**src/rtl/rx_addr_filter.sv**
```systemverilog
`timescale 1ns/1ps
module rx_addr_filter #(
  parameter int          ADDR_BYTES = 6,
  parameter int          MASK_BYTES = 8,
  parameter int          REG_AW     = 4,
  parameter logic [31:0] CRC_POLY   = 32'h04C11DB6
) (
  input  logic              clk,
  input  logic              rst_n,
  input  logic              addr_valid,
  input  logic              addr_first,
  input  logic [7:0]        addr_byte,
  input  logic              accept_all,
  input  logic              accept_bcast,
  input  logic              accept_mcast,
  input  logic              reg_we,
  input  logic [REG_AW-1:0] reg_addr,
  input  logic [7:0]        reg_wdata,
  output logic              busy,
  output logic              result_done,
  output logic              result_accept
);
  localparam int ABITS     = ADDR_BYTES * 8;
  localparam int MBITS     = MASK_BYTES * 8;
  localparam int IW        = $clog2(MBITS);
  localparam int BCW       = $clog2(ADDR_BYTES + 1);
  localparam int HCW       = $clog2(ABITS);
  localparam int MASK_BASE = 2 ** (REG_AW - 1);

  logic [7:0]       station [ADDR_BYTES];
  logic [MBITS-1:0] mask_q;

  always_ff @(posedge clk or negedge rst_n) begin
    if (!rst_n) begin
      for (int i = 0; i < ADDR_BYTES; i++) station[i] <= '0;
      mask_q <= '0;
    end else if (reg_we) begin
      for (int i = 0; i < ADDR_BYTES; i++)
        if (reg_addr == REG_AW'(i)) station[i] <= reg_wdata;
      for (int j = 0; j < MASK_BYTES; j++)
        if (reg_addr == REG_AW'(MASK_BASE + j)) mask_q[8*j +: 8] <= reg_wdata;
    end
  end

  logic [BCW-1:0]   byte_cnt;
  logic [ABITS-1:0] sh;
  logic             is_mc, all_ones, sta_hit;
  logic             hashing;
  logic [HCW-1:0]   bit_cnt;
  logic [31:0]      crc;

  wire            take_first = addr_valid && addr_first && !hashing;
  wire            take_more  = addr_valid && !addr_first && !hashing && (byte_cnt != '0);
  wire            take       = take_first || take_more;
  wire [BCW-1:0]  pos        = take_first ? '0 : byte_cnt;
  wire            last_byte  = take && (pos == BCW'(ADDR_BYTES - 1));
  wire            byte_hit   = (addr_byte == station[pos]);

  always_ff @(posedge clk or negedge rst_n) begin
    if (!rst_n) begin
      byte_cnt <= '0;
      sh       <= '0;
      is_mc    <= 1'b0;
      all_ones <= 1'b0;
      sta_hit  <= 1'b0;
    end else if (take) begin
      sh       <= {addr_byte, sh[ABITS-1:8]};
      byte_cnt <= last_byte ? '0 : pos + 1'b1;
      if (take_first) begin
        is_mc    <= addr_byte[0];
        all_ones <= &addr_byte;
        sta_hit  <= byte_hit;
      end else begin
        all_ones <= all_ones && (&addr_byte);
        sta_hit  <= sta_hit && byte_hit;
      end
    end else if (hashing) begin
      sh <= {1'b0, sh[ABITS-1:1]};
    end
  end

  wire           carry     = crc[31] ^ sh[0];
  wire [31:0]    crc_sh    = {crc[30:0], 1'b0};
  wire [31:0]    crc_nx    = carry ? ((crc_sh ^ CRC_POLY) | 32'd1) : crc_sh;
  wire [IW-1:0]  idx       = crc_nx[31 -: IW];
  wire           final_bit = hashing && (bit_cnt == HCW'(ABITS - 1));

  always_ff @(posedge clk or negedge rst_n) begin
    if (!rst_n) begin
      hashing <= 1'b0;
      bit_cnt <= '0;
      crc     <= '1;
    end else if (last_byte) begin
      hashing <= 1'b1;
      bit_cnt <= '0;
      crc     <= '1;
    end else if (hashing) begin
      crc     <= crc_nx;
      bit_cnt <= bit_cnt + 1'b1;
      if (final_bit) hashing <= 1'b0;
    end
  end

  logic verdict;
  always_comb begin
    if (accept_all)    verdict = 1'b1;
    else if (all_ones) verdict = accept_bcast;
    else if (is_mc)    verdict = accept_mcast && mask_q[idx];
    else               verdict = sta_hit;
  end

  always_ff @(posedge clk or negedge rst_n) begin
    if (!rst_n) begin
      result_done   <= 1'b0;
      result_accept <= 1'b0;
    end else begin
      result_done <= final_bit;
      if (final_bit) result_accept <= verdict;
    end
  end

  assign busy = hashing;
endmodule

```
**config.mk**
```make
export PLATFORM = sky130hd
export DESIGN_NAME = rx_addr_filter
export DESIGN_NICKNAME = d
export VERILOG_FILES = /design/src/rtl/rx_addr_filter.sv
export SDC_FILE = /design/constraint.sdc
export NUM_CORES = 1
export LEC_CHECK = 0
export BUFFER_PORTS_ARGS = -buffer_cell sky130_fd_sc_hd__buf_2
export CELL_PAD_IN_SITES_DETAIL_PLACEMENT = 1
export CELL_PAD_IN_SITES_GLOBAL_PLACEMENT = 2
export CORE_MARGIN = 2
export CORE_UTILIZATION = 43
export CTS_BUF_LIST = sky130_fd_sc_hd__clkbuf_4 sky130_fd_sc_hd__clkbuf_8
export CTS_CLUSTER_SIZE = 10
export DETAILED_ROUTE_END_ITERATION = 10
export PLACE_DENSITY_LB_ADDON = 0.1
export SETUP_SLACK_MARGIN = 0.05
export SLEW_MARGIN = 20
export SYNTH_ARGS = -nofsm -noshare
export SYNTH_HDL_FRONTEND = slang
export SYNTH_SLANG_ARGS = --single-unit
```
**constraint.sdc**
```tcl
create_clock -name clk -period 2.4 [get_ports clk]
set_input_delay 0.48 -clock clk [delete_from_list [all_inputs] [get_ports clk]]
set_output_delay 0.48 -clock clk [all_outputs]
set_load 0.005 [all_outputs]
```
==> impl_metrics.ini <==
[detailed_routing]
drt-total-wl_um = 27300
wire_per_inst_um = 20.2
postRouteAntennaNets = 0
vias = 7583
drt_iter0_markers = 381
viasPerCell = 5.63
drcViolationCount = 0
drtPass1Iterations = 5

[global_route]
grt_pass1_wl_um = 44200
grt-ovfl-total = 0
grt_pass1_vias = 8295
grt_max_degree = 55
grt_use_total_pct = 22.9
antenna_found_initial = 0

[run]
drv_cap = 0

[yosys]
ys_ff_latch = 207
synthAdderAreaFrac_pct = 0.372
synthTopCellsByArea = dfrtp_1 43%, mux2_2 13%, dfstp_2 8.3%
yosys.area_share.simple_pct = 14.1
synth-xor-area-share_pct = 2.03
netlist_instances = 953
ys_top_cells_by_count = 202 x nand2_1, 175 x dfrtp_1, 113 x mux2_2, 49 x clkbuf_1, 48 x a22oi_1
synth_compound_area_share_pct = 11.3
yosys_warnings = 0
synth.top_cell.area_share_pct = 43.4
async_flop_share_pct = 100
synthFlopType = dfrtp_1
synth.largest_area_cell = dfrtp_1
syn_area_sq_um = 10100
yosysMostFrequentCell = nand2_1
syn-num-nets = 984
postSynthAreaPerCell_sq_um = 10.6
synth_cell_type_count = 61
synth_edf_count = 0
synth_top_family_by_area = multiplexers
synthMuxAreaShare_pct = 17.5
seq_area_frac_synth_pct = 51.7

[sta]
slew-limit-headroom_pct = 36.2
final.setup.worst_slack_ns = 0.0897
setup_tns_ns = 0
finalHoldViolCount = 0
fmax_mhz = 433
fin_crit_ns = 2.31
finClkSkew_ns = 0.0338
setup_viol = 0
fin_crit_sh_pct = 96.3
drv_slew = 0
worst_pin_slew_ns = 0.945
rsz0062_at_grt = no

[critical_path]
cp_max_fo = 10
endpoint_kind = register
worstSetupPathType = register to register
start_kind = register
critPathArrivalTime_ns = 2.75
critPathRequiredTime_ns = 2.84

[layout]
area_growth_pct = 15.9
layout-drive-gt1-share_pct = 29.1
layoutNonFillerInstCount = 1347
antenna_cells = 0
nets = 1032

[clocking]
clk_pin_slew_worst_paths_ns = 0.06
clockBufferDepth = 3
clk_latency_ns = 0.53
cts_root_buf = clkbuf_8
htreeDepth = 2
cts_tree = yes
cts.sink_count = 207
cts_made_buffers = 38

[place]
port_buffers = 30
dp_hpwl_um = 18500
pre_cts_slack_ns = -0.0203
dp_cells = 1276
place_congestion = 0.845

[die]
start_util_pct = 43.4
pin_count = 31
core_area_sq_um = 23300
die_w_um = 157
die_h_um = 157
dieArea_sq_um = 24700
rows = 56

[pwr]
clockPowerShare_pct = 36.6
power_density_nw_per_um2 = 835
pwr-share-seq_pct = 46.3
peakVddDrop_uv = 587
finalPower_w = 0.00976
intPower_w = 0.00708
p_leak_nw = 5.16
combPwrFrac_pct = 17.1
switching_power_w = 0.00268
switching_share_pct = 27.5

[status]
status = complete, no violations

[hold_path]
hp-class = input pin to register
## per-layer routing
layer / share of wire (%) / vias to the layer above / global-route usage [%] / wire length [um]
met1: 44 / 3879 / 30.1 / 12100
met4: 2.8 / 0 / 7.79 / 761
met5: 0 / - / 0 / 0
met3: 4.2 / 56 / 4.46 / 1130
met2: 49 / 148 / 37.9 / 13300
li1: - / 3500 / - / -
## critical path, cell delays in order, from the launching register on
cell,delay [ns]
dfrtp_4,0.43
and3b_1,0.19
or3_1,0.47
o21ai_0,0.38
nand4bb_1,0.16
o41ai_2,0.23
nand4_1,0.15
o31ai_2,0.21
## power by group through the flow
stage | clock network (W) | logic [W] | registers [W]
after floorplan | 0 | 0.00119 | 0.00440
after global placement | 0 | 0.00156 | 0.00454
after detailed placement | 0 | 0.00165 | 0.00458
after CTS | 0.00369 | 0.00166 | 0.00452
after global routing | 0.00387 | 0.00185 | 0.00459
final | 0.00358 | 0.00167 | 0.00451
## state kept, by name, summed over array words and instances, names as in the netlist
register       cells
all_ones           1
bit_cnt            6
busy               1
byte_cnt           3
crc               32
is_mc              1
mask_q            64
result_accept      1
result_done        1
sh                48
sta_hit            1
station           48
## stage by stage
stage | cell area [sq um] | utilization, % | hold slack (ns)
2_1_floorplan | 10100 | - | 0.184
3_3_place_gp | 10800 | 46.5 | 0.460
3_5_place_dp | 10800 | 46.5 | 0.471
4_1_cts | 11700 | 50.1 | 0.231
5_1_grt | 11700 | 50.3 | 0.257
6_report | 11700 | 50.3 | 0.271
## cell type report
cell class                 instances  area, sq um
clock buffer                      63          773
clock inverter                     4         45.0
fill                            2516        11600
inverter                           9         33.8
multi-input combinational        671         4620
sequential                       207         5220
tap                              319          399
timing repair buffer              74          599
## kinds of logic after synthesis
kind of cell | Yosys count
buf+inv | 75
flops | 207
compound gates | 163
simple gates | 324
xor+xnor | 21
fa+ha+maj | 3
mux | 160
## path summary, 6_finish.rpt
path	end	start	depth (start not counted)	slack, ns
max reg2reg	sta_hit	busy	7	0.09
max	sta_hit	busy	7	0.09
min reg2reg	sh[7]	sh[7]	2	0.48
min	sh[46]	addr_byte[6]	3	0.27
min in group asynchronous	sh[28]	rst_n	2	0.50
max in group asynchronous	crc[30]	rst_n	3	1.13
## layout by cell type, fill, tap and decap left out, drive strengths merged, types with 3 or more instances in the layout
cell    count
nor4        7
xnor2      16
nand3b      4
nand2     202
mux2      113
a41oi       4
clkbuf     64
o21a        5
ha          3
a31oi      15
o221ai     10
nand2b     13
o22ai      10
clkinv      3
nor2       37
inv         9
or3         3
o21ai      30
nor2b       6
dfstp      32
dfrtp     175
nand4      11
mux2i      45
o41ai       3
buf        72
nor3       19
nand3       9
xor2        4
a21oi      16
a22oi      48
## timing repair
| item | CTS | global route |
|---|---|---|
| hold buffers | 1 | 0 |
| pin swaps | 0 | 1 |
| endpoints found under the hold margin | 47 | 0 |
| resized for setup | 2 | 5 |
| setup endpoints to repair | 2 | 2 |
| buffers inserted | 0 | 3 |
(Power assumes the default switching activity.)
